[src/rtl/dpca_pkg.sv]
`timescale 1ns/1ps
package dpca_pkg;
  localparam int PORTS = 2;
  localparam int LEFT  = 0;
  localparam int RIGHT = 1;

  typedef enum logic [1:0] {
    OWN_NONE  = 2'd0,
    OWN_LEFT  = 2'd1,
    OWN_RIGHT = 2'd2
  } owner_e;

  typedef struct packed {
    logic en;
    logic wr;
    logic oe;
  } port_ctl_t;
endpackage

[src/rtl/dpca_port_stage.sv]
`timescale 1ns/1ps
module dpca_port_stage
  import dpca_pkg::*;
#(
  parameter int AW = 15
) (
  input  logic          clk,
  input  logic          rst_n,
  input  port_ctl_t     ctl_i,
  input  logic [AW-1:0] addr_i,
  output port_ctl_t     ctl_q,
  output logic          stay_o
);
  logic [AW-1:0] addr_q;

  always_ff @(posedge clk) begin
    if (!rst_n) begin
      ctl_q  <= '0;
      addr_q <= '0;
    end else begin
      ctl_q  <= ctl_i;
      addr_q <= addr_i;
    end
  end

  // port remained on the same word since the previous sample
  assign stay_o = ctl_i.en & ctl_q.en & (addr_i == addr_q);
endmodule

[src/rtl/dpca_arbiter.sv]
`timescale 1ns/1ps
module dpca_arbiter
  import dpca_pkg::*;
#(
  parameter int AW = 15
) (
  input  logic                      clk,
  input  logic                      rst_n,
  input  logic [PORTS-1:0]          act_i,
  input  logic [PORTS-1:0][AW-1:0]  addr_i,
  input  logic [PORTS-1:0]          stay_i,
  output logic [PORTS-1:0]          busy_q
);
  owner_e own_q, own_d, win;
  logic   same;

  always_comb begin
    same = act_i[LEFT] & act_i[RIGHT] & (addr_i[LEFT] == addr_i[RIGHT]);
    if (own_q == OWN_RIGHT && stay_i[RIGHT])
      win = OWN_RIGHT;
    else if (own_q == OWN_LEFT && stay_i[LEFT])
      win = OWN_LEFT;
    else if (stay_i[RIGHT] && !stay_i[LEFT])
      win = OWN_RIGHT;
    else
      win = OWN_LEFT;
    own_d = same ? win : OWN_NONE;
  end

  always_ff @(posedge clk) begin
    if (!rst_n) begin
      own_q  <= OWN_NONE;
      busy_q <= '0;
    end else begin
      own_q         <= own_d;
      busy_q[LEFT]  <= (own_d == OWN_RIGHT);
      busy_q[RIGHT] <= (own_d == OWN_LEFT);
    end
  end
endmodule

[src/rtl/dpca_grant.sv]
`timescale 1ns/1ps
module dpca_grant
  import dpca_pkg::*;
(
  input  logic                  master_mode,
  input  logic [PORTS-1:0]      busy_int_i,
  input  logic [PORTS-1:0]      busy_ext_i,
  input  port_ctl_t [PORTS-1:0] ctl_q_i,
  output logic [PORTS-1:0]      busy_o,
  output logic [PORTS-1:0]      wr_go_o,
  output logic [PORTS-1:0]      rd_drive_o
);
  for (genvar p = 0; p < PORTS; p++) begin : g_port
    logic busy_eff;
    assign busy_eff      = master_mode ? busy_int_i[p] : busy_ext_i[p];
    assign busy_o[p]     = busy_eff;
    assign wr_go_o[p]    = ctl_q_i[p].en & ctl_q_i[p].wr & ~busy_eff;
    assign rd_drive_o[p] = ctl_q_i[p].en & ctl_q_i[p].oe & ~ctl_q_i[p].wr;
  end
endmodule

[src/rtl/dp_contention_arb.sv]
`timescale 1ns/1ps
module dp_contention_arb
  import dpca_pkg::*;
#(
  parameter int AW = 15
) (
  input  logic          clk,
  input  logic          rst_n,
  input  logic          master_mode,
  input  logic          l_en,
  input  logic          l_wr,
  input  logic          l_oe,
  input  logic [AW-1:0] l_addr,
  input  logic          r_en,
  input  logic          r_wr,
  input  logic          r_oe,
  input  logic [AW-1:0] r_addr,
  input  logic          l_busy_in,
  input  logic          r_busy_in,
  output logic          l_busy,
  output logic          r_busy,
  output logic          l_wr_go,
  output logic          r_wr_go,
  output logic          l_rd_drive,
  output logic          r_rd_drive
);
  port_ctl_t [PORTS-1:0]         ctl_in, ctl_q;
  logic      [PORTS-1:0][AW-1:0] addr_in;
  logic      [PORTS-1:0]         act, stay, busy_int, busy_ext, busy_v, wr_go_v, rd_v;

  assign ctl_in[LEFT]   = '{en: l_en, wr: l_wr, oe: l_oe};
  assign ctl_in[RIGHT]  = '{en: r_en, wr: r_wr, oe: r_oe};
  assign addr_in[LEFT]  = l_addr;
  assign addr_in[RIGHT] = r_addr;
  assign busy_ext       = {r_busy_in, l_busy_in};

  for (genvar p = 0; p < PORTS; p++) begin : g_stage
    assign act[p] = ctl_in[p].en;
    dpca_port_stage #(.AW(AW)) u_stage (
      .clk    (clk),
      .rst_n  (rst_n),
      .ctl_i  (ctl_in[p]),
      .addr_i (addr_in[p]),
      .ctl_q  (ctl_q[p]),
      .stay_o (stay[p])
    );
  end

  dpca_arbiter #(.AW(AW)) u_arb (
    .clk    (clk),
    .rst_n  (rst_n),
    .act_i  (act),
    .addr_i (addr_in),
    .stay_i (stay),
    .busy_q (busy_int)
  );

  dpca_grant u_grant (
    .master_mode (master_mode),
    .busy_int_i  (busy_int),
    .busy_ext_i  (busy_ext),
    .ctl_q_i     (ctl_q),
    .busy_o      (busy_v),
    .wr_go_o     (wr_go_v),
    .rd_drive_o  (rd_v)
  );

  assign l_busy     = busy_v[LEFT];
  assign r_busy     = busy_v[RIGHT];
  assign l_wr_go    = wr_go_v[LEFT];
  assign r_wr_go    = wr_go_v[RIGHT];
  assign l_rd_drive = rd_v[LEFT];
  assign r_rd_drive = rd_v[RIGHT];
endmodule

[config.mk]
export PLATFORM = sky130hd
export DESIGN_NAME = dp_contention_arb
export DESIGN_NICKNAME = d
export VERILOG_FILES = /design/src/rtl/dpca_pkg.sv /design/src/rtl/dpca_port_stage.sv /design/src/rtl/dpca_arbiter.sv /design/src/rtl/dpca_grant.sv /design/src/rtl/dp_contention_arb.sv
export SDC_FILE = /design/constraint.sdc
export NUM_CORES = 1
export LEC_CHECK = 0
export ABC_AREA = 0
export CAP_MARGIN = 0
export CORE_ASPECT_RATIO = 0.75
export CORE_MARGIN = 4
export CORE_UTILIZATION = 46
export CTS_CLUSTER_DIAMETER = 200
export DETAILED_ROUTE_END_ITERATION = 7
export PLACE_DENSITY = 0.78
export SETUP_SLACK_MARGIN = 0.02
export SYNTH_ARGS = -nofsm -noshare
export SYNTH_HDL_FRONTEND = slang
export SYNTH_SLANG_ARGS = --single-unit
[constraint.sdc]
create_clock -name clk -period 1.7 [get_ports clk]
set_input_delay 0.34 -clock clk [delete_from_list [all_inputs] [get_ports clk]]
set_output_delay 0.34 -clock clk [all_outputs]
set_load 0.02 [all_outputs]
[Word-level counts from Yosys, hierarchy flattened]
Cells that the tools add are included.
Operators by class
  div/mod/pow operators: 0
  multipliers: 0
  shift-type cells: 0
  equality and inequality tests: 7
  add/subtract/negate cells: 0
  magnitude comparators: 0
  muxes and demuxes: 6
  reduce and logical (&&, ||, !) cells: 4
  bitwise logic cells: 18
Operator list (number)
  $eq A15 B15 Y1: 3
  $and A1 B1 Y1: 14
  $mux W2: 4
  $eq A2 B1 Y1 const B: 2
  $eq A2 B2 Y1 const B: 2
  $not A1 Y1: 4
  $logic_and A1 B1 Y1: 3
  $mux W1: 2
  $logic_not A1 Y1: 1
Storage, ports and cells
  word-level logic and storage cells: 45
  output and inout port bits: 6
  ROM bits: 0
  RAM bits: 0
  latch bits: 0
  memories: 0
  flip-flop bits (word level): 40
  input port bits: 41

[Depth between registers and ports, before layout]
Gate-level depths: netlist (run 1).
  word-level depth: 9
  mapped depth: 5
  gate-level depth less buffers: 5

[Cells and area by module]
From an unflattened synthesis (run 1), not the netlist that was laid out.
Unflattened totals
  cell total of the unflattened synthesis: 160
  area total of the unflattened synthesis: 1680.4 um^2
Modules (own cells, without submodules)
  dpca_port_stage: sequential area each 360.3 um^2, cells each 58, area each 651.9 um^2, instances 2
  dpca_arbiter: sequential area each 80.1 um^2, cells each 32, area each 296.5 um^2, instances 1
  dpca_grant: sequential area each 0.0 um^2, cells each 12, area each 80.1 um^2, instances 1

[Worst setup path after synthesis (run 1)]
Ideal clock, no wire load.
  path type: input -> output
  start point: input master_mode
  end point: output l_wr_go
  arrival: 1.079 ns
  data required time: 1.360 ns
  path buffers: 0
  slack: 0.281 ns
  cell stages on the path: 2
  cell sequence: mux2_1 > nor2_1
On the way
  longest elaborated chain between the ends: 3
RTL lines
  start: declaration: RTL line dp_contention_arb.sv:9  | input logic master_mode,
  $mux W1: RTL line dpca_grant.sv:15  | assign busy_eff = master_mode ? busy_int_i[p] : busy_ext_i[p];
  $not A1 Y1: RTL line dpca_grant.sv:17  | assign wr_go_o[p] = ctl_q_i[p].en & ctl_q_i[p].wr & ~busy_eff;
  $and A1 B1 Y1: RTL line dpca_grant.sv:17
  end: declaration: RTL line dp_contention_arb.sv:22  | output logic l_wr_go,
Every way passes these cells.

[Final worst setup path (run 1)]
  start point: input r_addr[6]
  end point: register u_arb.busy_q[0]
On the way
  longest elaborated chain between the ends: 8
  elaborated cells between the ends (all ways): 11
  classes of those cells: eq/ne (3); mux (4); bitwise (2); reduce/logical (2)
RTL lines
  start: declaration: RTL line dp_contention_arb.sv:17  | input logic [AW-1:0] r_addr,
  $eq A15 B15 Y1: RTL line dpca_port_stage.sv:27  | assign stay_o = ctl_i.en & ctl_q.en & (addr_i == addr_q);
  $and A1 B1 Y1: RTL line dpca_port_stage.sv:27
  $logic_and A1 B1 Y1: RTL line dpca_arbiter.sv:23  | else if (stay_i[RIGHT] && !stay_i[LEFT])
  $mux W2: RTL line dpca_arbiter.sv:23
  $mux W2: RTL line dpca_arbiter.sv:21  | else if (own_q == OWN_LEFT && stay_i[LEFT])
  $mux W2: RTL line dpca_arbiter.sv:19  | if (own_q == OWN_RIGHT && stay_i[RIGHT])
  $mux W2 (*): RTL line dpca_arbiter.sv:27  | own_d = same ? win : OWN_NONE;
  $eq A2 B2 Y1 (*): RTL line dpca_arbiter.sv:36  | busy_q[LEFT] <= (own_d == OWN_RIGHT);
  end signal: indexed assignment: RTL line dpca_arbiter.sv:36
  end signal: indexed assignment: RTL line dpca_arbiter.sv:37  | busy_q[RIGHT] <= (own_d == OWN_LEFT);
  end: declaration: RTL line dpca_arbiter.sv:12  | output logic [PORTS-1:0] busy_q
Mark *: on every way between the ends. The rest lies on a longest branch, timed or not.
A chain may end at the register's enable or synchronous reset.

==> results.sh, run 1 <==
export IMPL_max_slew_margin_rel=0.7751
export IMPL_ios=47
export IMPL_timing_final_crit_share=0.9807
export IMPL_drt_iter0_drc=41
export IMPL_clock_latency_ns=0.28
export IMPL_fin_ws_ns=0.03274
export IMPL_grt_max_degree=36
export IMPL_layout_cells_non_filler=269
export IMPL_ant_nets=0
export IMPL_synth_warnings=0
export IMPL_antenna_found_initial=0
export IMPL_vias_per_cell=4.706
export IMPL_cts_hold_buf=0
export IMPL_maxCapViolCount=0
export IMPL_core_area_sq_um=3356
export IMPL_tns_ns=0
export IMPL_endpoint_kind="flop"
export IMPL_rows=18
export IMPL_clockPowerShare=0.322
export IMPL_setup_viol=0
export IMPL_critical_path_class="in2reg"
export IMPL_antenna_cells=0
export IMPL_worst_hold_slack_ns=0.3946
export IMPL_grt_pass1_vias=1403
export IMPL_final_util=0.7308
export IMPL_nNetsFinal=269
export IMPL_syn2layout_area_growth_pct=49.50
export IMPL_arrival_ns=1.88
export IMPL_worstPathMaxFanout=4
export IMPL_ir_drop_uv=505.5
export IMPL_placed_cells=260
export IMPL_fmax_mhz=599.8
export IMPL_ys_types=17
export IMPL_p_int_mw=1.504
export IMPL_worst_slew_pin_slew_ns=0.3345
export IMPL_die_h_um=59.72
export IMPL_io_buffers=46
export IMPL_total_power_mw=1.960
export IMPL_syn_area_sq_um=1640
export IMPL_dpl_cell_area_sq_um=2290
export IMPL_hold_path_class="in2reg"
export IMPL_required_ns=1.91
export IMPL_via_count=1266
export IMPL_cts_htree_levels=2
export IMPL_finalHoldViolCount=0
export IMPL_cts_root_buf="clkbuf_8"
export IMPL_fin_crit_ns=1.667
export IMPL_synth_seq_cells=40
export IMPL_seq_power_share=0.511
export IMPL_cts_sinks=40
export IMPL_final_cell_area_sq_um=2452
export IMPL_chipWidth_um=76.96
export IMPL_clkTransAtPathRegs_ns=0.07
export IMPL_drt_wl_total_um=3808
export IMPL_p_switching_mw=0.4564
export IMPL_fillers=253
export IMPL_die_area_sq_um=4595
export IMPL_start_util=0.4888
export IMPL_cts_buffer_depth=2
export IMPL_avgRoutedWirePerCell_um=14.16
export IMPL_numCtsBuffers=5
export IMPL_power_combinational_fraction=0.167
export IMPL_powerDensity_nw_per_um2=799.3
export IMPL_syn_nets=198
export IMPL_worst_clock_skew_ns=0.001725
export IMPL_outcome="complete, no violations"
export IMPL_cp_start_kind="input pin"
export IMPL_drtPass1Iterations=4
export IMPL_grt_pass1_wl_um=5989
export IMPL_swShare=0.2329
export IMPL_track_usage=0.1682
export IMPL_avgSynthCellArea_sq_um=10.45
export IMPL_syn_inst=157
export IMPL_total_leakage_power_nw=1.097
export IMPL_synth_seq_area_share=0.4882
export IMPL_cts_tree="done"
export IMPL_dpl_hpwl_um=2900
export IMPL_grt_overflow_total=0
export IMPL_drive_above_1_share=0.1878
export IMPL_maxSlewViolCount=0
export IMPL_place_congestion=0.7059
export IMPL_drc=0
export IMPL_place_ws_ns=-0.5405
-- cells by family (layout without fill, tap and decap cells) --
group	count (synthesis)	after routing	share of synthesized area
XOR/XNOR	45	45	0.2403
AND/OR/NAND/NOR	66	66	0.2418
flip-flops	40	40	0.4882
AO/OA/AOI/OAI	1	1	0.009151
multiplexers	2	2	0.01373
buffers and inverters	3	75	0.006865
-- cell type report --
type | count | area [sq um] | share of cell area
clock buffer | 8 | 90.09 | 0.03673
multi-input combinational | 114 | 889.6 | 0.3628
tap | 40 | 50.05 | 0.02041
timing repair buffer | 67 | 621.8 | 0.2536
sequential | 40 | 800.8 | 0.3265
-- Yosys cell counts, drive strengths merged --
library cell,number,area share
dfxtp,40,0.49
xor2,38,0.20
and2,36,0.14
nor4,10,0.042
xnor2,7,0.037
nand2,6,0.014
nor2,5,0.011
clkbuf,3,0.0069
nand4,3,0.011
nor2b,3,0.011
mux2,2,0.014
and3b,1,0.0053
nand3,1,0.0030
nor3,1,0.0061
o2111ai,1,0.0092
-- layout by cell type, fill, tap and decap left out --
cell type,netlist,final
clkbuf_1,3,2
nor2b_1,3,2
dfxtp_1,40,40
clkbuf_8,0,6
nor4_1,9,4
dlymetal6s2s_1,0,7
xnor2_1,7,7
nor2_1,5,5
mux2_4,0,1
nor3_2,1,1
dlygate4sd2_1,0,4
nand2_1,6,6
clkdlybuf4s50_1,0,31
nand4_1,3,3
nor4_2,1,6
mux2_2,1,1
clkdlybuf4s15_2,0,1
nand3_1,1,1
and2_1,36,36
and3b_1,1,1
nor2b_4,0,1
xor2_1,38,37
buf_2,0,1
buf_4,0,23
xor2_2,0,1
o2111ai_4,0,1
-- layer usage --
metal,share of wire,global-route usage
met5,0,0
met4,0.0029,0.04393
met2,0.51,0.3151
met1,0.44,0.1912
met3,0.047,0.04819
-- worst max-delay path, cell delays in order --
cell and delay (ns):
clkdlybuf4s50_1 0.44, buf_4 0.15, xor2_1 0.14, nor4_2 0.36, nand4_1 0.14, buf_4 0.18
nor2_1 0.12
-- path summary, 6_finish.rpt --
| check | endpoint | depth (start not counted) | slack, ns | from |
|---|---|---|---|---|
| worst min register to register | u_arb.own_q[1] | 4 | 0.73 | g_stage[1].u_stage.addr_q[9] |
| worst max register to register | u_arb.own_q[0] | 5 | 0.22 | g_stage[0].u_stage.addr_q[6] |
| worst max-delay path | u_arb.busy_q[0] | 7 | 0.03 | r_addr[6] |
| worst min-delay path | g_stage[0].u_stage.addr_q[3] | 2 | 0.39 | l_addr[3] |
-- registers in the layout, summed over array words and instances (netlist names) --
name                    flops
g_stage.u_stage.ctl_q       6
u_arb.busy_q                2
g_stage.u_stage.addr_q     30
u_arb.own_q                 2
-- power by group through the flow --
stage | clock network (mW) | registers (mW) | logic (mW)
global placement | 0 | 1.02 | 0.307
CTS | 0.635 | 1.00 | 0.318
detailed placement | 0 | 1.02 | 0.318
floorplan | 0 | 1.02 | 0.127
global route | 0.668 | 1.01 | 0.354
finish | 0.631 | 1.00 | 0.327
-- what timing repair did --
| action | 4_1_cts | 5_1_grt |
|---|---|---|
| setup endpoints to repair | 8 | 5 |
| buffers inserted | 0 | 1 |
| resized for setup | 22 | 16 |
| pin swaps | 2 | 10 |
Power figures use the tool's default switching activity.
==> run 2, diff against run 1 <==
Settings changed: CORE_MARGIN 4 to unset, CTS_CLUSTER_SIZE set to 12.
==> results.sh, run 2 (synthesized netlist as in run 1, its figures left out) <==
export IMPL_outcome="complete, but fails checks"
export IMPL_violations="design-rule violations"
export IMPL_ant_nets=0
export IMPL_clockPowerShare=0.336
export IMPL_clkTransAtPathRegs_ns=0.07
export IMPL_maxSlewViolCount=0
export IMPL_p_switching_mw=0.4592
export IMPL_nNetsFinal=267
export IMPL_largest_register_ff_count=30
export IMPL_grt_pass1_vias=1230
export IMPL_grt_overflow_total=0
export IMPL_die_h_um=53.72
export IMPL_place_ws_ns=-0.5507
export IMPL_cts_hold_buf=0
export IMPL_endpoint_kind="output pin"
export IMPL_finalHoldViolCount=0
export IMPL_worst_slew_pin_slew_ns=0.3674
export IMPL_antenna_found_initial=0
export IMPL_total_leakage_power_nw=1.065
export IMPL_drc=4
export IMPL_ios=47
export IMPL_die_area_sq_um=3811
export IMPL_cts_sinks=40
export IMPL_ir_drop_uv=563.8
export IMPL_fmax_mhz=615.4
export IMPL_worst_clock_skew_ns=0.004816
export IMPL_power_combinational_fraction=0.161
export IMPL_post_cts_buffers=0
export IMPL_arrival_ns=1.29
export IMPL_seq_power_share=0.503
export IMPL_antenna_cells=0
export IMPL_max_slew_margin_rel=0.7528
export IMPL_drt_iter0_drc=88
export IMPL_cts_htree_levels=2
export IMPL_cp_cell_sequence="clkdlybuf4s50_1 > mux2_4 > nor2_1 > buf_4"
export IMPL_start_util=0.4888
export IMPL_drive_above_1_share=0.1814
export IMPL_layout_cells_non_filler=266
export IMPL_place_congestion=0.8047
export IMPL_p_int_mw=1.532
export IMPL_required_ns=1.36
export IMPL_avgRoutedWirePerCell_um=13.29
export IMPL_placed_cells=259
export IMPL_grt_max_degree=36
export IMPL_cts_root_buf="clkbuf_8"
export IMPL_rsz0062_at_grt="no"
export IMPL_layout_commonest_cell="dfxtp_1"
export IMPL_final_cell_area_sq_um=2410
export IMPL_numCtsBuffers=5
export IMPL_drt_wl_total_um=3534
export IMPL_hold_path_class="in2reg"
export IMPL_drtPass1Iterations=6
export IMPL_cts_buffer_depth=2
export IMPL_fin_ws_ns=0.07499
export IMPL_core_area_sq_um=3356
export IMPL_cp_start_kind="input pin"
export IMPL_clock_latency_ns=0.29
export IMPL_syn2layout_area_growth_pct=46.91
export IMPL_maxCapViolCount=0
export IMPL_fin_crit_ns=1.625
export IMPL_slowest_stage="clkdlybuf4s50_1"
export IMPL_cts_tree="done"
export IMPL_dpl_cell_area_sq_um=2282
export IMPL_rows=18
export IMPL_swShare=0.2306
export IMPL_track_usage=0.2103
export IMPL_dpl_hpwl_um=2722
export IMPL_vias_per_cell=4.793
export IMPL_largestRegisters="g_stage.u_stage.addr_q x30, g_stage.u_stage.ctl_q x6"
export IMPL_timing_final_crit_share=0.9559
export IMPL_critical_path_class="in2out"
export IMPL_critPathMaxStageDelay_ns=0.40
export IMPL_regMostFlops="g_stage.u_stage.addr_q"
export IMPL_grt_pass1_wl_um=5706
export IMPL_worstPathMaxFanout=2
export IMPL_io_buffers=46
export IMPL_total_power_mw=1.992
export IMPL_powerDensity_nw_per_um2=826.4
export IMPL_final_util=0.7181
export IMPL_via_count=1275
export IMPL_mostFrequentLayoutCells="40 x dfxtp_1, 38 x xor2_1, 36 x and2_1"
export IMPL_setup_viol=0
export IMPL_chipWidth_um=70.96
## run 2: changes by cell type in the layout (fill, tap and decap cells not counted), sizes merged
cell,before,now
buf,24,23
clkdlybuf4s50,31,34
clkbuf,8,7
dlymetal6s2s,7,5
dlygate4sd2,4,3
clkdlybuf4s15,1,0
## run 2: what timing repair did
| action | CTS | global route |
|---|---|---|
| pin swaps | 0 | 8 |
| endpoints found under the setup margin | 7 | 4 |
| gates resized for setup | 23 | 10 |
## run 2: power groups by stage
stage	Sequential [mW]	Clock [mW]	Combinational [mW]
2_1_floorplan	1.02	0	0.127
5_1_grt	1.01	0.727	0.349
3_5_place_dp	1.02	0	0.316
4_1_cts	1.00	0.676	0.317
3_3_place_gp	1.02	0	0.305
6_report	1.00	0.668	0.321
## run 2: path summary, 6_finish.rpt
| check | from | endpoint | slack (ns) | cells past startpoint |
|---|---|---|---|---|
| worst max-delay path | l_busy_in | l_wr_go | 0.07 | 4 |
| worst min register to register | g_stage[1].u_stage.addr_q[4] | u_arb.own_q[1] | 0.69 | 4 |
| worst max register to register | g_stage[1].u_stage.addr_q[3] | u_arb.own_q[0] | 0.24 | 6 |
| worst min-delay path | l_addr[4] | g_stage[0].u_stage.addr_q[4] | 0.42 | 2 |
## run 2: area by class of cell
| type | instances | area [sq um] |
|---|---|---|
| tap | 40 | 50.05 |
| fill | 259 | 945.9 |
| timing repair buffer | 65 | 596.8 |
| sequential | 40 | 800.8 |
| clock buffer | 7 | 96.34 |
| multi-input combinational | 114 | 865.8 |
## run 2: worst max-delay path, delay by kind of cell
| family | cells | cell delay (ns) |
|---|---|---|
| buf+inv | 2 | 0.55 |
| mux | 1 | 0.27 |
| simple gates | 1 | 0.12 |
## run 2: per-stage QoR
| step | TNS [ns] | hold WS, ns |
|---|---|---|
| after global routing | 0 | 0.4278 |
| after CTS | 0 | 0.6099 |
| final | 0 | 0.4247 |
| after global placement | -2.721 | 0.6630 |
| after floorplan | 0 | 0.4617 |
| after detailed placement | -2.788 | 0.6887 |
## run 2: per-layer routing
layer  vias up  routed length [um]  part of all wire  GRT usage
li1        640                   -                 -          -
met1       597                1661              0.47     0.2537
met2        30                1605              0.45     0.3494
met3         8                 181             0.051    0.06367
met4         0                  85             0.024     0.1067
met5         -                   0                 0          0
